<file path="src/rtl/bcd_rtc_pkg.sv">
package bcd_rtc_pkg;

  localparam int NREG   = 8;
  localparam int ADDR_W = $clog2(NREG);

  localparam int A_SEC  = 0;
  localparam int A_MIN  = 1;
  localparam int A_HOUR = 2;
  localparam int A_DATE = 3;
  localparam int A_MON  = 4;
  localparam int A_YEAR = 5;
  localparam int A_DOW  = 6;
  localparam int A_CENT = 7;

  typedef logic [NREG-1:0][7:0] tvec_t;

  // BCD increment of one byte (no wrap handling; caller bounds it)
  function automatic logic [7:0] bcd_inc(input logic [7:0] v);
    if (v[3:0] >= 4'd9) return {v[7:4] + 4'd1, 4'd0};
    else                return {v[7:4], v[3:0] + 4'd1};
  endfunction

  // multiple of four in BCD: even tens with units 0/4/8, odd tens with 2/6
  function automatic logic is_leap(input logic [7:0] yr, input logic [7:0] cent);
    logic by4;
    if (yr[4]) by4 = (yr[3:0] == 4'd2) || (yr[3:0] == 4'd6);
    else       by4 = (yr[3:0] == 4'd0) || (yr[3:0] == 4'd4) || (yr[3:0] == 4'd8);
    return by4 && !((yr == 8'h00) && (cent == 8'h19));
  endfunction

  function automatic logic [7:0] last_day(input logic [7:0] mon, input logic leap);
    case (mon)
      8'h02:                     return leap ? 8'h29 : 8'h28;
      8'h04, 8'h06, 8'h09, 8'h11: return 8'h30;
      default:                   return 8'h31;
    endcase
  endfunction

  function automatic tvec_t time_default();
    tvec_t t;
    t         = '0;
    t[A_DATE] = 8'h01;
    t[A_MON]  = 8'h01;
    t[A_CENT] = 8'h20;
    return t;
  endfunction

endpackage

</file>
<file path="src/rtl/rtc_prescaler.sv">
module rtc_prescaler #(
  parameter int CNT_PER_SEC = 32768,
  parameter int TRIM_WINDOW = 31,
  parameter int TRIM_UNIT   = 10
) (
  input  logic       clk,
  input  logic       rst_n,
  input  logic       run,
  input  logic       clear,
  input  logic       osc_pulse,
  input  logic [2:0] trim_code,
  output logic       tick
);
  localparam int MAX_TERM = CNT_PER_SEC - 1 + 3 * TRIM_UNIT;
  localparam int CW       = $clog2(MAX_TERM + 1);
  localparam int IW       = (TRIM_WINDOW > 1) ? $clog2(TRIM_WINDOW) : 1;
  localparam logic [CW-1:0] BASE_TERM = CW'(CNT_PER_SEC - 1);
  localparam logic [IW-1:0] LAST_IDX  = IW'(TRIM_WINDOW - 1);

  logic [CW-1:0] cnt_q, cnt_d;
  logic [IW-1:0] idx_q, idx_d;
  logic [1:0]    steps;
  logic [CW-1:0] mag;
  logic [CW-1:0] term;
  logic          last_sec;

  always_comb begin
    steps    = {1'b0, trim_code[1]} + {trim_code[0], 1'b0};
    mag      = CW'(steps) * CW'(TRIM_UNIT);
    last_sec = (idx_q == LAST_IDX);
    if (!last_sec)         term = BASE_TERM;
    else if (trim_code[2]) term = BASE_TERM + mag;
    else                   term = BASE_TERM - mag;
    tick = run && osc_pulse && (cnt_q >= term);
  end

  always_comb begin
    cnt_d = cnt_q;
    idx_d = idx_q;
    if (clear) begin
      cnt_d = '0;
      idx_d = '0;
    end else if (run && osc_pulse) begin
      if (tick) begin
        cnt_d = '0;
        idx_d = last_sec ? '0 : idx_q + 1'b1;
      end else begin
        cnt_d = cnt_q + 1'b1;
      end
    end
  end

  always_ff @(posedge clk or negedge rst_n) begin
    if (!rst_n) begin
      cnt_q <= '0;
      idx_q <= '0;
    end else begin
      cnt_q <= cnt_d;
      idx_q <= idx_d;
    end
  end

  assert_cnt_bound_R12: assert property (@(posedge clk) disable iff (!rst_n)
    cnt_q <= CW'(MAX_TERM));

  assert_no_tick_halted_R7: assert property (@(posedge clk) disable iff (!rst_n)
    !run |-> !tick);

endmodule

</file>
<file path="src/rtl/rtc_time_counter.sv">
module rtc_time_counter
  import bcd_rtc_pkg::*;
(
  input  logic  clk,
  input  logic  rst_n,
  input  logic  tick,
  input  logic  load,
  input  tvec_t load_val,
  output tvec_t cur
);
  tvec_t cur_q, nxt;
  logic  c_min, c_hour, c_day, c_mon, c_year;
  logic  leap;

  assign cur = cur_q;

  always_comb begin
    nxt    = cur_q;
    c_min  = 1'b0;
    c_hour = 1'b0;
    c_day  = 1'b0;
    c_mon  = 1'b0;
    c_year = 1'b0;
    leap   = is_leap(cur_q[A_YEAR], cur_q[A_CENT]);
    if (load) begin
      nxt = load_val;
    end else if (tick) begin
      // seconds
      if (cur_q[A_SEC] >= 8'h59) begin
        nxt[A_SEC] = 8'h00;
        c_min      = 1'b1;
      end else begin
        nxt[A_SEC] = bcd_inc(cur_q[A_SEC]);
      end
      // minutes
      if (c_min) begin
        if (cur_q[A_MIN] >= 8'h59) begin
          nxt[A_MIN] = 8'h00;
          c_hour     = 1'b1;
        end else begin
          nxt[A_MIN] = bcd_inc(cur_q[A_MIN]);
        end
      end
      // hours, two formats
      if (c_hour) begin
        if (cur_q[A_HOUR][7]) begin
          if (cur_q[A_HOUR][6:0] >= 7'h23) begin
            nxt[A_HOUR] = 8'h80;
            c_day       = 1'b1;
          end else begin
            nxt[A_HOUR] = {2'b10, 6'(bcd_inc({2'b00, cur_q[A_HOUR][5:0]}))};
          end
        end else if (cur_q[A_HOUR][4:0] == 5'h12) begin
          nxt[A_HOUR] = {2'b00, cur_q[A_HOUR][5], 5'h01};
        end else if (cur_q[A_HOUR][4:0] == 5'h11) begin
          nxt[A_HOUR] = {2'b00, ~cur_q[A_HOUR][5], 5'h12};
          c_day       = cur_q[A_HOUR][5];
        end else begin
          nxt[A_HOUR] = {2'b00, cur_q[A_HOUR][5], 5'(bcd_inc({3'b000, cur_q[A_HOUR][4:0]}))};
        end
      end
      // date and day of week
      if (c_day) begin
        nxt[A_DOW] = (cur_q[A_DOW] >= 8'h06) ? 8'h00 : cur_q[A_DOW] + 8'h01;
        if (cur_q[A_DATE] >= last_day(cur_q[A_MON], leap)) begin
          nxt[A_DATE] = 8'h01;
          c_mon       = 1'b1;
        end else begin
          nxt[A_DATE] = bcd_inc(cur_q[A_DATE]);
        end
      end
      // month
      if (c_mon) begin
        if (cur_q[A_MON] >= 8'h12) begin
          nxt[A_MON] = 8'h01;
          c_year     = 1'b1;
        end else begin
          nxt[A_MON] = bcd_inc(cur_q[A_MON]);
        end
      end
      // year and century
      if (c_year) begin
        if (cur_q[A_YEAR] >= 8'h99) begin
          nxt[A_YEAR] = 8'h00;
          if (cur_q[A_CENT] == 8'h19) nxt[A_CENT] = 8'h20;
        end else begin
          nxt[A_YEAR] = bcd_inc(cur_q[A_YEAR]);
        end
      end
    end
  end

  always_ff @(posedge clk or negedge rst_n) begin
    if (!rst_n) cur_q <= time_default();
    else        cur_q <= nxt;
  end

  assert_sec_wrap_R1: assert property (@(posedge clk) disable iff (!rst_n)
    (tick && !load && cur_q[A_SEC] == 8'h59) |=> (cur_q[A_SEC] == 8'h00));

  assert_hour24_wrap_R2: assert property (@(posedge clk) disable iff (!rst_n)
    (tick && !load && cur_q[A_SEC] == 8'h59 && cur_q[A_MIN] == 8'h59 &&
     cur_q[A_HOUR] == 8'hA3) |=> (cur_q[A_HOUR] == 8'h80));

  assert_time_hold_R7: assert property (@(posedge clk) disable iff (!rst_n)
    (!tick && !load) |=> $stable(cur_q));

  assert_load_R9: assert property (@(posedge clk) disable iff (!rst_n)
    load |=> (cur_q == $past(load_val)));

endmodule

</file>
<file path="src/rtl/rtc_host_port.sv">
module rtc_host_port
  import bcd_rtc_pkg::*;
(
  input  logic              clk,
  input  logic              rst_n,
  input  logic              rd_start,
  input  logic              wr_start,
  input  logic              wr_stop,
  input  logic              wr_abort,
  input  logic              host_wr,
  input  logic [ADDR_W-1:0] host_addr,
  input  logic [7:0]        host_wdata,
  input  tvec_t             live,
  output logic [7:0]        host_rdata,
  output logic              commit,
  output tvec_t             commit_val
);
  tvec_t snap_q, snap_d;
  tvec_t shadow_q, shadow_d;
  logic  open_q, open_d;
  logic  dirty_q, dirty_d;
  logic  byte_wr;

  assign byte_wr    = host_wr && open_q && !wr_start;
  assign host_rdata = snap_q[host_addr];
  assign commit     = wr_stop && open_q && dirty_q;
  assign commit_val = shadow_q;

  always_comb begin
    snap_d   = rd_start ? live : snap_q;
    shadow_d = shadow_q;
    open_d   = open_q;
    dirty_d  = dirty_q;
    if (wr_start) begin
      shadow_d = live;
      open_d   = 1'b1;
      dirty_d  = 1'b0;
    end else begin
      if (byte_wr) begin
        shadow_d[host_addr] = host_wdata;
        dirty_d             = 1'b1;
      end
      if (wr_stop || wr_abort) begin
        open_d  = 1'b0;
        dirty_d = 1'b0;
      end
    end
  end

  always_ff @(posedge clk or negedge rst_n) begin
    if (!rst_n) begin
      snap_q   <= time_default();
      shadow_q <= time_default();
      open_q   <= 1'b0;
      dirty_q  <= 1'b0;
    end else begin
      snap_q   <= snap_d;
      shadow_q <= shadow_d;
      open_q   <= open_d;
      dirty_q  <= dirty_d;
    end
  end

  assert_snap_hold_R8: assert property (@(posedge clk) disable iff (!rst_n)
    !rd_start |=> $stable(snap_q));

  assert_abort_closes_R10: assert property (@(posedge clk) disable iff (!rst_n)
    (wr_abort && !wr_start) |=> (!open_q && !commit));

  assert_stray_write_R10: assert property (@(posedge clk) disable iff (!rst_n)
    (!open_q && !wr_start) |=> $stable(shadow_q));

endmodule

</file>
<file path="src/rtl/bcd_rtc_top.sv">
module bcd_rtc_top
  import bcd_rtc_pkg::*;
#(
  parameter int CNT_PER_SEC = 32768,
  parameter int TRIM_WINDOW = 31,
  parameter int TRIM_UNIT   = 10
) (
  input  logic       clk,
  input  logic       rst_n,
  input  logic       osc_pulse,
  input  logic [2:0] trim_code,
  input  logic       rd_start,
  input  logic       wr_start,
  input  logic       wr_stop,
  input  logic       wr_abort,
  input  logic       host_wr,
  input  logic [2:0] host_addr,
  input  logic [7:0] host_wdata,
  output logic [7:0] host_rdata,
  output logic       sec_tick_o,
  output logic       fail_o
);
  logic  rst_s0_q, rst_s1_q, rst_core_n;
  logic  fail_q, fail_d;
  logic  commit;
  tvec_t commit_val;
  tvec_t live;

  // asynchronous assert, synchronous release
  always_ff @(posedge clk or negedge rst_n) begin
    if (!rst_n) begin
      rst_s0_q <= 1'b0;
      rst_s1_q <= 1'b0;
    end else begin
      rst_s0_q <= 1'b1;
      rst_s1_q <= rst_s0_q;
    end
  end
  assign rst_core_n = rst_s1_q;

  always_comb fail_d = commit ? 1'b0 : fail_q;

  always_ff @(posedge clk or negedge rst_core_n) begin
    if (!rst_core_n) fail_q <= 1'b1;
    else             fail_q <= fail_d;
  end
  assign fail_o = fail_q;

  rtc_prescaler #(
    .CNT_PER_SEC (CNT_PER_SEC),
    .TRIM_WINDOW (TRIM_WINDOW),
    .TRIM_UNIT   (TRIM_UNIT)
  ) u_presc (
    .clk       (clk),
    .rst_n     (rst_core_n),
    .run       (!fail_q),
    .clear     (commit),
    .osc_pulse (osc_pulse),
    .trim_code (trim_code),
    .tick      (sec_tick_o)
  );

  rtc_time_counter u_time (
    .clk      (clk),
    .rst_n    (rst_core_n),
    .tick     (sec_tick_o),
    .load     (commit),
    .load_val (commit_val),
    .cur      (live)
  );

  rtc_host_port u_host (
    .clk        (clk),
    .rst_n      (rst_core_n),
    .rd_start   (rd_start),
    .wr_start   (wr_start),
    .wr_stop    (wr_stop),
    .wr_abort   (wr_abort),
    .host_wr    (host_wr),
    .host_addr  (host_addr),
    .host_wdata (host_wdata),
    .live       (live),
    .host_rdata (host_rdata),
    .commit     (commit),
    .commit_val (commit_val)
  );

  assert_fail_clear_R11: assert property (@(posedge clk) disable iff (!rst_core_n)
    commit |=> !fail_q);

  assert_fail_sticky_R11: assert property (@(posedge clk) disable iff (!rst_core_n)
    (fail_q && !commit) |=> fail_q);

  assert_halted_R7: assert property (@(posedge clk) disable iff (!rst_core_n)
    fail_q |-> !sec_tick_o);

endmodule

</file>
<file path="config.mk">
export PLATFORM = sky130hd
export DESIGN_NAME = bcd_rtc_top
export DESIGN_NICKNAME = d
export VERILOG_FILES = /design/src/rtl/bcd_rtc_pkg.sv /design/src/rtl/rtc_prescaler.sv /design/src/rtl/rtc_time_counter.sv /design/src/rtl/rtc_host_port.sv /design/src/rtl/bcd_rtc_top.sv
export SDC_FILE = /design/constraint.sdc
export NUM_CORES = 1
export LEC_CHECK = 0
export BUFFER_PORTS_ARGS = -buffer_cell sky130_fd_sc_hd__buf_2
export CELL_PAD_IN_SITES_DETAIL_PLACEMENT = 0
export CELL_PAD_IN_SITES_GLOBAL_PLACEMENT = 1
export CORE_UTILIZATION = 54
export DETAILED_ROUTE_END_ITERATION = 10
export GPL_ROUTABILITY_DRIVEN = 0
export PLACE_DENSITY = 0.88
export SLEW_MARGIN = 20
export SYNTH_ARGS = -nofsm -noshare
export SYNTH_HDL_FRONTEND = slang
export SYNTH_SLANG_ARGS = --single-unit
</file>
<file path="constraint.sdc">
create_clock -name clk -period 10.2 [get_ports clk]
set_input_delay 1.02 -clock clk [delete_from_list [all_inputs] [get_ports clk]]
set_output_delay 1.02 -clock clk [all_outputs]
set_load 0.02 [all_outputs]
</file>
[After elaboration in Yosys (flattened, before gate mapping)]
Index checks and enable logic that the tools add are counted.
Storage, ports and cells
  input port bits: 22
  output and inout bits: 10
  logic and storage cells: 219
  flip-flop bits (word level): 218
Operators by class
  multiplexer cells: 77
  add/subtract/negate cells: 19
  bitwise operators: 1
  reduce and logical (&&, ||, !) cells: 52
  eq/ne operators: 15
  magnitude comparators: 16
  $mul: 1
Operator list (count)
  64-bit two-way mux: 4
  8-bit two-way mux: 27
  16-bit two-way mux: 5
  64-bit bitwise mux: 1
  4-bit by 1-bit adder with 4-bit output, second input constant: 11
  1-bit two-way mux: 29
  5-bit two-way mux: 5
  8-bit binary-select mux with 3-bit select: 1
  8-bit demux with 3-bit select: 1
  4-bit greater-or-equal comparator, second input constant: 6
  2-bit nonzero test: 11
  3-bit nonzero test: 7
  6-bit two-way mux: 3
  15-bit by 6-bit adder with 16-bit output, first input constant: 1
  16-bit by 1-bit adder with 16-bit output, second input constant: 1
  8-bit by 3-bit == test with 1-bit output, second input constant: 2
  8-bit by 5-bit == test with 1-bit output, second input constant: 2
  16-bit greater-or-equal comparator: 1
  8-bit by 7-bit greater-or-equal comparator with 1-bit output, second input constant: 2
  8-bit one-hot mux with 2 select lines: 1
  15-bit by 6-bit subtractor with 16-bit output, first input constant: 1
  5-bit == test, second input constant: 3
  2-bit AND reduction: 7
  3-bit AND reduction: 4
  other kinds (30): 45

[Depth between registers and ports, before layout]
  depth in word-level cells: 29
  depth in mapped cells: 14

[Cells and area by module]
From an unflattened synthesis, not the netlist that was laid out.
Unflattened totals
  cells, all modules: 1212
  area total of the unflattened synthesis: 12500.7 um2
By module, submodules not included
  rtc_host_port: area an instance 6402.4 um2, cells each 561, instances 1
  rtc_time_counter: area an instance 4400.5 um2, cells each 473, instances 1
  rtc_prescaler: area an instance 1600.3 um2, cells each 172, instances 1
  bcd_rtc_top: area an instance 97.6 um2, cells each 6, instances 1

[Least setup slack after synthesis]
Ideal clock, no wire load.
  path kind: in2out
  start: input port trim_code[0]
  end: output port sec_tick_o
  buffers on the path: 0
  stages: 9
  slack: 5602 ps
  arrival: 3578 ps
  cell sequence: inv_1 ha_1 nor3b_1 inv_1 ha_1 nand4_1 nor3_1 a22oi_1 a21oi_1
Between the ends
  word-level cells in the longest chain between the ends: 7
  elaborated cells on any way between the ends: 8
  those cells by class: add/sub (3); mul (1); order compare (1); mux (2); reduce/logical (1)
RTL lines
  start, declared: RTL line bcd_rtc_top.sv:11  | input logic [2:0] trim_code,
  1-bit by 2-bit adder with 2-bit output *: RTL line rtc_prescaler.sv:28  | steps = {1'b0, trim_code[1]} + {trim_code[0], 1'b0};
  2-bit by 3-bit multiplier with 5-bit output *: RTL line rtc_prescaler.sv:29  | mag = CW'(steps) * CW'(TRIM_UNIT);
  15-bit by 6-bit subtractor with 16-bit output / 15-bit by 6-bit adder with 16-bit output (equally long branches): RTL line rtc_prescaler.sv:33, rtc_prescaler.sv:32
  16-bit two-way mux *: RTL line rtc_prescaler.sv:32  | else if (trim_code[2]) term = BASE_TERM + mag;
  16-bit two-way mux *: RTL line rtc_prescaler.sv:31  | if (!last_sec) term = BASE_TERM;
  16-bit greater-or-equal comparator *: RTL line rtc_prescaler.sv:34  | tick = run && osc_pulse && (cnt_q >= term);
  1-bit logical AND *: RTL line rtc_prescaler.sv:34
  end, declared: RTL line bcd_rtc_top.sv:20  | output logic sec_tick_o,
Mark *: on every way between the ends. The rest lies on a longest branch, timed or not.

[Worst setup path after layout]
  start: register u_presc.idx_q[0]
  end: output port sec_tick_o
Between the ends
  word-level cells in the longest chain between the ends: 4
RTL lines
  start, declared: RTL line rtc_prescaler.sv:21  | logic [IW-1:0] idx_q, idx_d;
  start signal, assigned: RTL line rtc_prescaler.sv:59  | idx_q <= idx_d;
  5-bit == test: RTL line rtc_prescaler.sv:30  | last_sec = (idx_q == LAST_IDX);
  16-bit two-way mux: RTL line rtc_prescaler.sv:31
  16-bit greater-or-equal comparator: RTL line rtc_prescaler.sv:34
  1-bit logical AND: RTL line rtc_prescaler.sv:34
Every way passes these cells.

==> results by group <==
Synth
  • Syn Std Cell Area: approximately 12000 um^2
  • Adder-cell share of the synthesized area: 6.51%
  • Sequential fraction of the synthesis area: 47.4%
  • Mean Syn Cell Area: 10.6 um^2
  • Cells after synthesis: 1091
  • FF+latch count, synth: 218
  • Yosys cell types: 76
  • Post-synth top flop: dfrtp_1
  • Xor/xnor cell area share of the yosys netlist: less than 1%
  • Simple-Gate Fraction of Synth Area: between 10% and 20%
  • Synth Area in Compound Gates: 20.7%
  • Multiplexer share of the synthesized area: under 10%
  • Syn nets: 1173
  • EDFF count, synth: 0
  • Yosys warning count: 0
  • Asr flop ratio synth: 100%
  • Largest family of logic cells by synthesized area: compound AO/OA/AOI/OAI gates

Worst setup path
  • Worst path slowest cell: nor3b_2
  • CP max FO: 11
  • CP Capture Type: output pin
  • Top Family by Delay on Critical Path: simple AND/OR/NAND/NOR gates
  • CP peak stage delay: 0.71 ns
  • CP Launch Type: flop
  • Count of buffer and inverter cells on the critical path: 3
  • Worst Path Arrival: 4.15 ns
  • CP required: 9.18 ns
  • CP cell instances: inv_1, ha_1, nand4_1, nor3b_2, inv_1, ha_1, nand4_1, nor3_1, a22oi_1, a21oi_1, buf_2
  • Critical path class: flop to output pin

Final layout
  • Util after Layout: 60.7%
  • Antenna diodes: 0
  • Layout cells sized above 1: about 18%
  • Most frequent cells in the layout: 207 x dfrtp_1, 120 x o21ai_0, 76 x a22oi_1
  • Leading cell type in the layout, fill and taps excluded: dfrtp_1
  • Area grow syn2layout: 10.3%
  • Number of nets in the layout: 1183

GRT
  • Initial antenna violation count: 0
  • Largest net degree at the start of global routing: 165
  • Vias in the first global route: 8544
  • First-pass GRT wire length: 47600 um
  • Grt ovf: 0
  • Gr usage total: 27.7%

Floorplan
  • Die height: 148 um
  • Die X: 148 um
  • Number of placement rows: between 50 and 60
  • # IOs: 32
  • Core box area: between 20000 and 25000 um^2
  • Die area: 21900 um^2
  • Initial Util: 55.0%

Routing
  • Post-route DRC: 0
  • Final ANT Viol Nets: 0
  • Post-Route WL: 29500 um
  • Via count: 8889
  • First drt pass iteration count: 7
  • Vias/cell: 6.38
  • WL/cell: between 20 and 25 um
  • DRT iter0 DRCs: 618

Status
  • Status: finished clean

Clock tree
  • CTS tree: built
  • Setup Buffers After CTS: 0
  • CTS Hold Bufs: 0
  • Clk_lat worst skew: 0.51 ns
  • Post_cts resized: 0
  • Cts bufs inserted: 24
  • Buffer depth of the longest clock path: 3
  • Deepest level of the CTS H-tree: 1
  • Root buf cell: clkbuf_16
  • Clock-pin slew on the worst setup and hold paths: 0.06 ns
  • Clock Sinks: 218

STA
  • Tmin final: 5.17 ns
  • Highest clock rate: between 150 and 200 MHz
  • RSZ-0062 raised after global routing: false
  • Final Hold Fails: 0
  • Worst slew margin: around a third
  • Worst Clk Skew: approximately 0.014 ns
  • Setup TNS: 0 ns
  • Worst-Margin Slew: 0.996 ns
  • Max Slew Vio Count: 0
  • Final setup fails: 0
  • Final Cycle Share: 50.7%

Pwr
  • Pwr Density: approximately 170 nW/um^2
  • Worst vdd ir: 0.150 mV
  • Leakage: roughly 5.6 nW

Job
  • Max cap viols: 0

Place
  • Port Buffers: 31
  • Post-detail-place hpwl: 19300 um

Worst hold path
  • Hold crit path type: input pin to asynchronous set/reset pin
==> per-stage QoR <==
| stage | hold WS [ns] | instances | power [mW] | worst slack, ns | instance area (um^2) |
|---|---|---|---|---|---|
| 2_1_floorplan | 0.331 | 1091 | 1.18 | 3.69 | 11500 |
| 3_3_place_gp | 0.338 | 1350 | 1.25 | 4.98 | 11800 |
| 3_5_place_dp | 0.341 | 1350 | 1.26 | 4.84 | 11800 |
| 4_1_cts | 0.268 | 1394 | 2.18 | 4.65 | 12700 |
| 5_1_grt | 0.267 | 1394 | 2.26 | 4.74 | 12700 |
| 6_report | 0.281 | 1394 | 2.17 | 5.03 | 12700 |
==> Yosys cell counts, drive strengths merged (4+ instances only) <==
master | instances | area (um^2)
dfrtp | 208 | 5200
o21ai | 121 | 606
a22oi | 76 | 571
nand2 | 75 | 282
mux2 | 72 | 811
ha | 60 | 751
clkbuf | 52 | 235
nor2 | 45 | 169
a21oi | 43 | 219
inv | 37 | 139
nand3 | 35 | 175
a22o | 22 | 193
nand2b | 20 | 125
nor3 | 20 | 111
a31oi | 15 | 93.8
nand4 | 14 | 87.6
mux2i | 12 | 120
a21o | 11 | 83.8
dfstp | 10 | 263
nor4 | 10 | 68.8
nor3b | 9 | 67.6
mux4 | 8 | 180
nor2b | 8 | 50.1
o31ai | 8 | 60.1
a221o | 7 | 70.1
and3 | 7 | 45.1
a32oi | 6 | 52.6
o211ai | 6 | 45.0
a41oi | 5 | 43.8
buf | 5 | 28.8
a211oi | 4 | 30.0
nand3b | 4 | 30.0
o2bb2ai | 4 | 35.0
==> flip-flops by register name, indices dropped and copies added (netlist names) <==
register and count:
u_host.snap_q 64, rst_s0_q 1, u_host.open_q 1, rst_core_n 1
u_host.commit_val 64, u_time.cur 64, fail_o 1, u_presc.idx_q 5
u_host.dirty_q 1, u_presc.cnt_q 16
==> layout make-up <==
| type | instances | area (um^2) |
|---|---|---|
| multi-input cells | 777 | 5640 |
| inverters | 37 | 139 |
| clock inverters | 9 | 130 |
| repair buffers | 43 | 258 |
| flip-flops and latches | 218 | 5470 |
| clock buffers | 35 | 723 |
| well taps | 275 | 344 |
| fillers | 1780 | 8250 |
==> logic make-up (layout without fill, tap and decap cells) <==
logic type | count (synthesis) | in the layout
mux | 92 | 92
other cells | 1 | 1
xor+xnor | 1 | 1
compound gates | 360 | 360
simple gates | 263 | 263
flops | 218 | 218
buf+inv | 96 | 124
fa+ha+maj | 60 | 60
==> path summary, 6_finish.rpt <==
| check | start | end | slack [ns] | depth (start not counted) |
|---|---|---|---|---|
| worst max-delay path | u_presc.idx_q[0] | sec_tick_o | 5.03 | 11 |
| worst min-delay path | rst_n | rst_core_n | 0.28 | 1 |
| worst max register to register | u_presc.idx_q[0] | u_presc.cnt_q[6] | 5.85 | 12 |
| worst min register to register | rst_s0_q | rst_core_n | 0.36 | 0 |
| max in group asynchronous | rst_core_n | u_host.commit_val[14] | 8.48 | 1 |
| min in group clk | rst_s0_q | rst_core_n | 0.36 | 0 |
==> metal layers <==
metal | GRT usage, % | up-vias | wire length (um)
li1 | - | 4128 | -
met1 | 40.2 | 4476 | 13300
met3 | 3.65 | 44 | 1690
met5 | 0 | - | 0
met2 | 43.5 | 241 | 13700
met4 | 8.66 | 0 | 828
==> report_power, final <==
part           internal, mW  leakage (nW)  switching, mW
sequential            0.943          2.73         0.0765
combinational        0.0991          2.51          0.132
clock                 0.568         0.407          0.353
total                  1.61          5.65          0.562
==> worst register-to-register path: cells and delay by family (launching register included) <==
| kind | cells | cell delay, ns |
|---|---|---|
| adder cells (fa/ha/maj) | 2 | 0.47 |
| AO/OA/AOI/OAI | 1 | 0.12 |
| AND/OR/NAND/NOR | 7 | 3.10 |
| buffers and inverters | 2 | 0.19 |
| flip-flops | 1 | 0.42 |
Power figures use the tool's default switching activity.
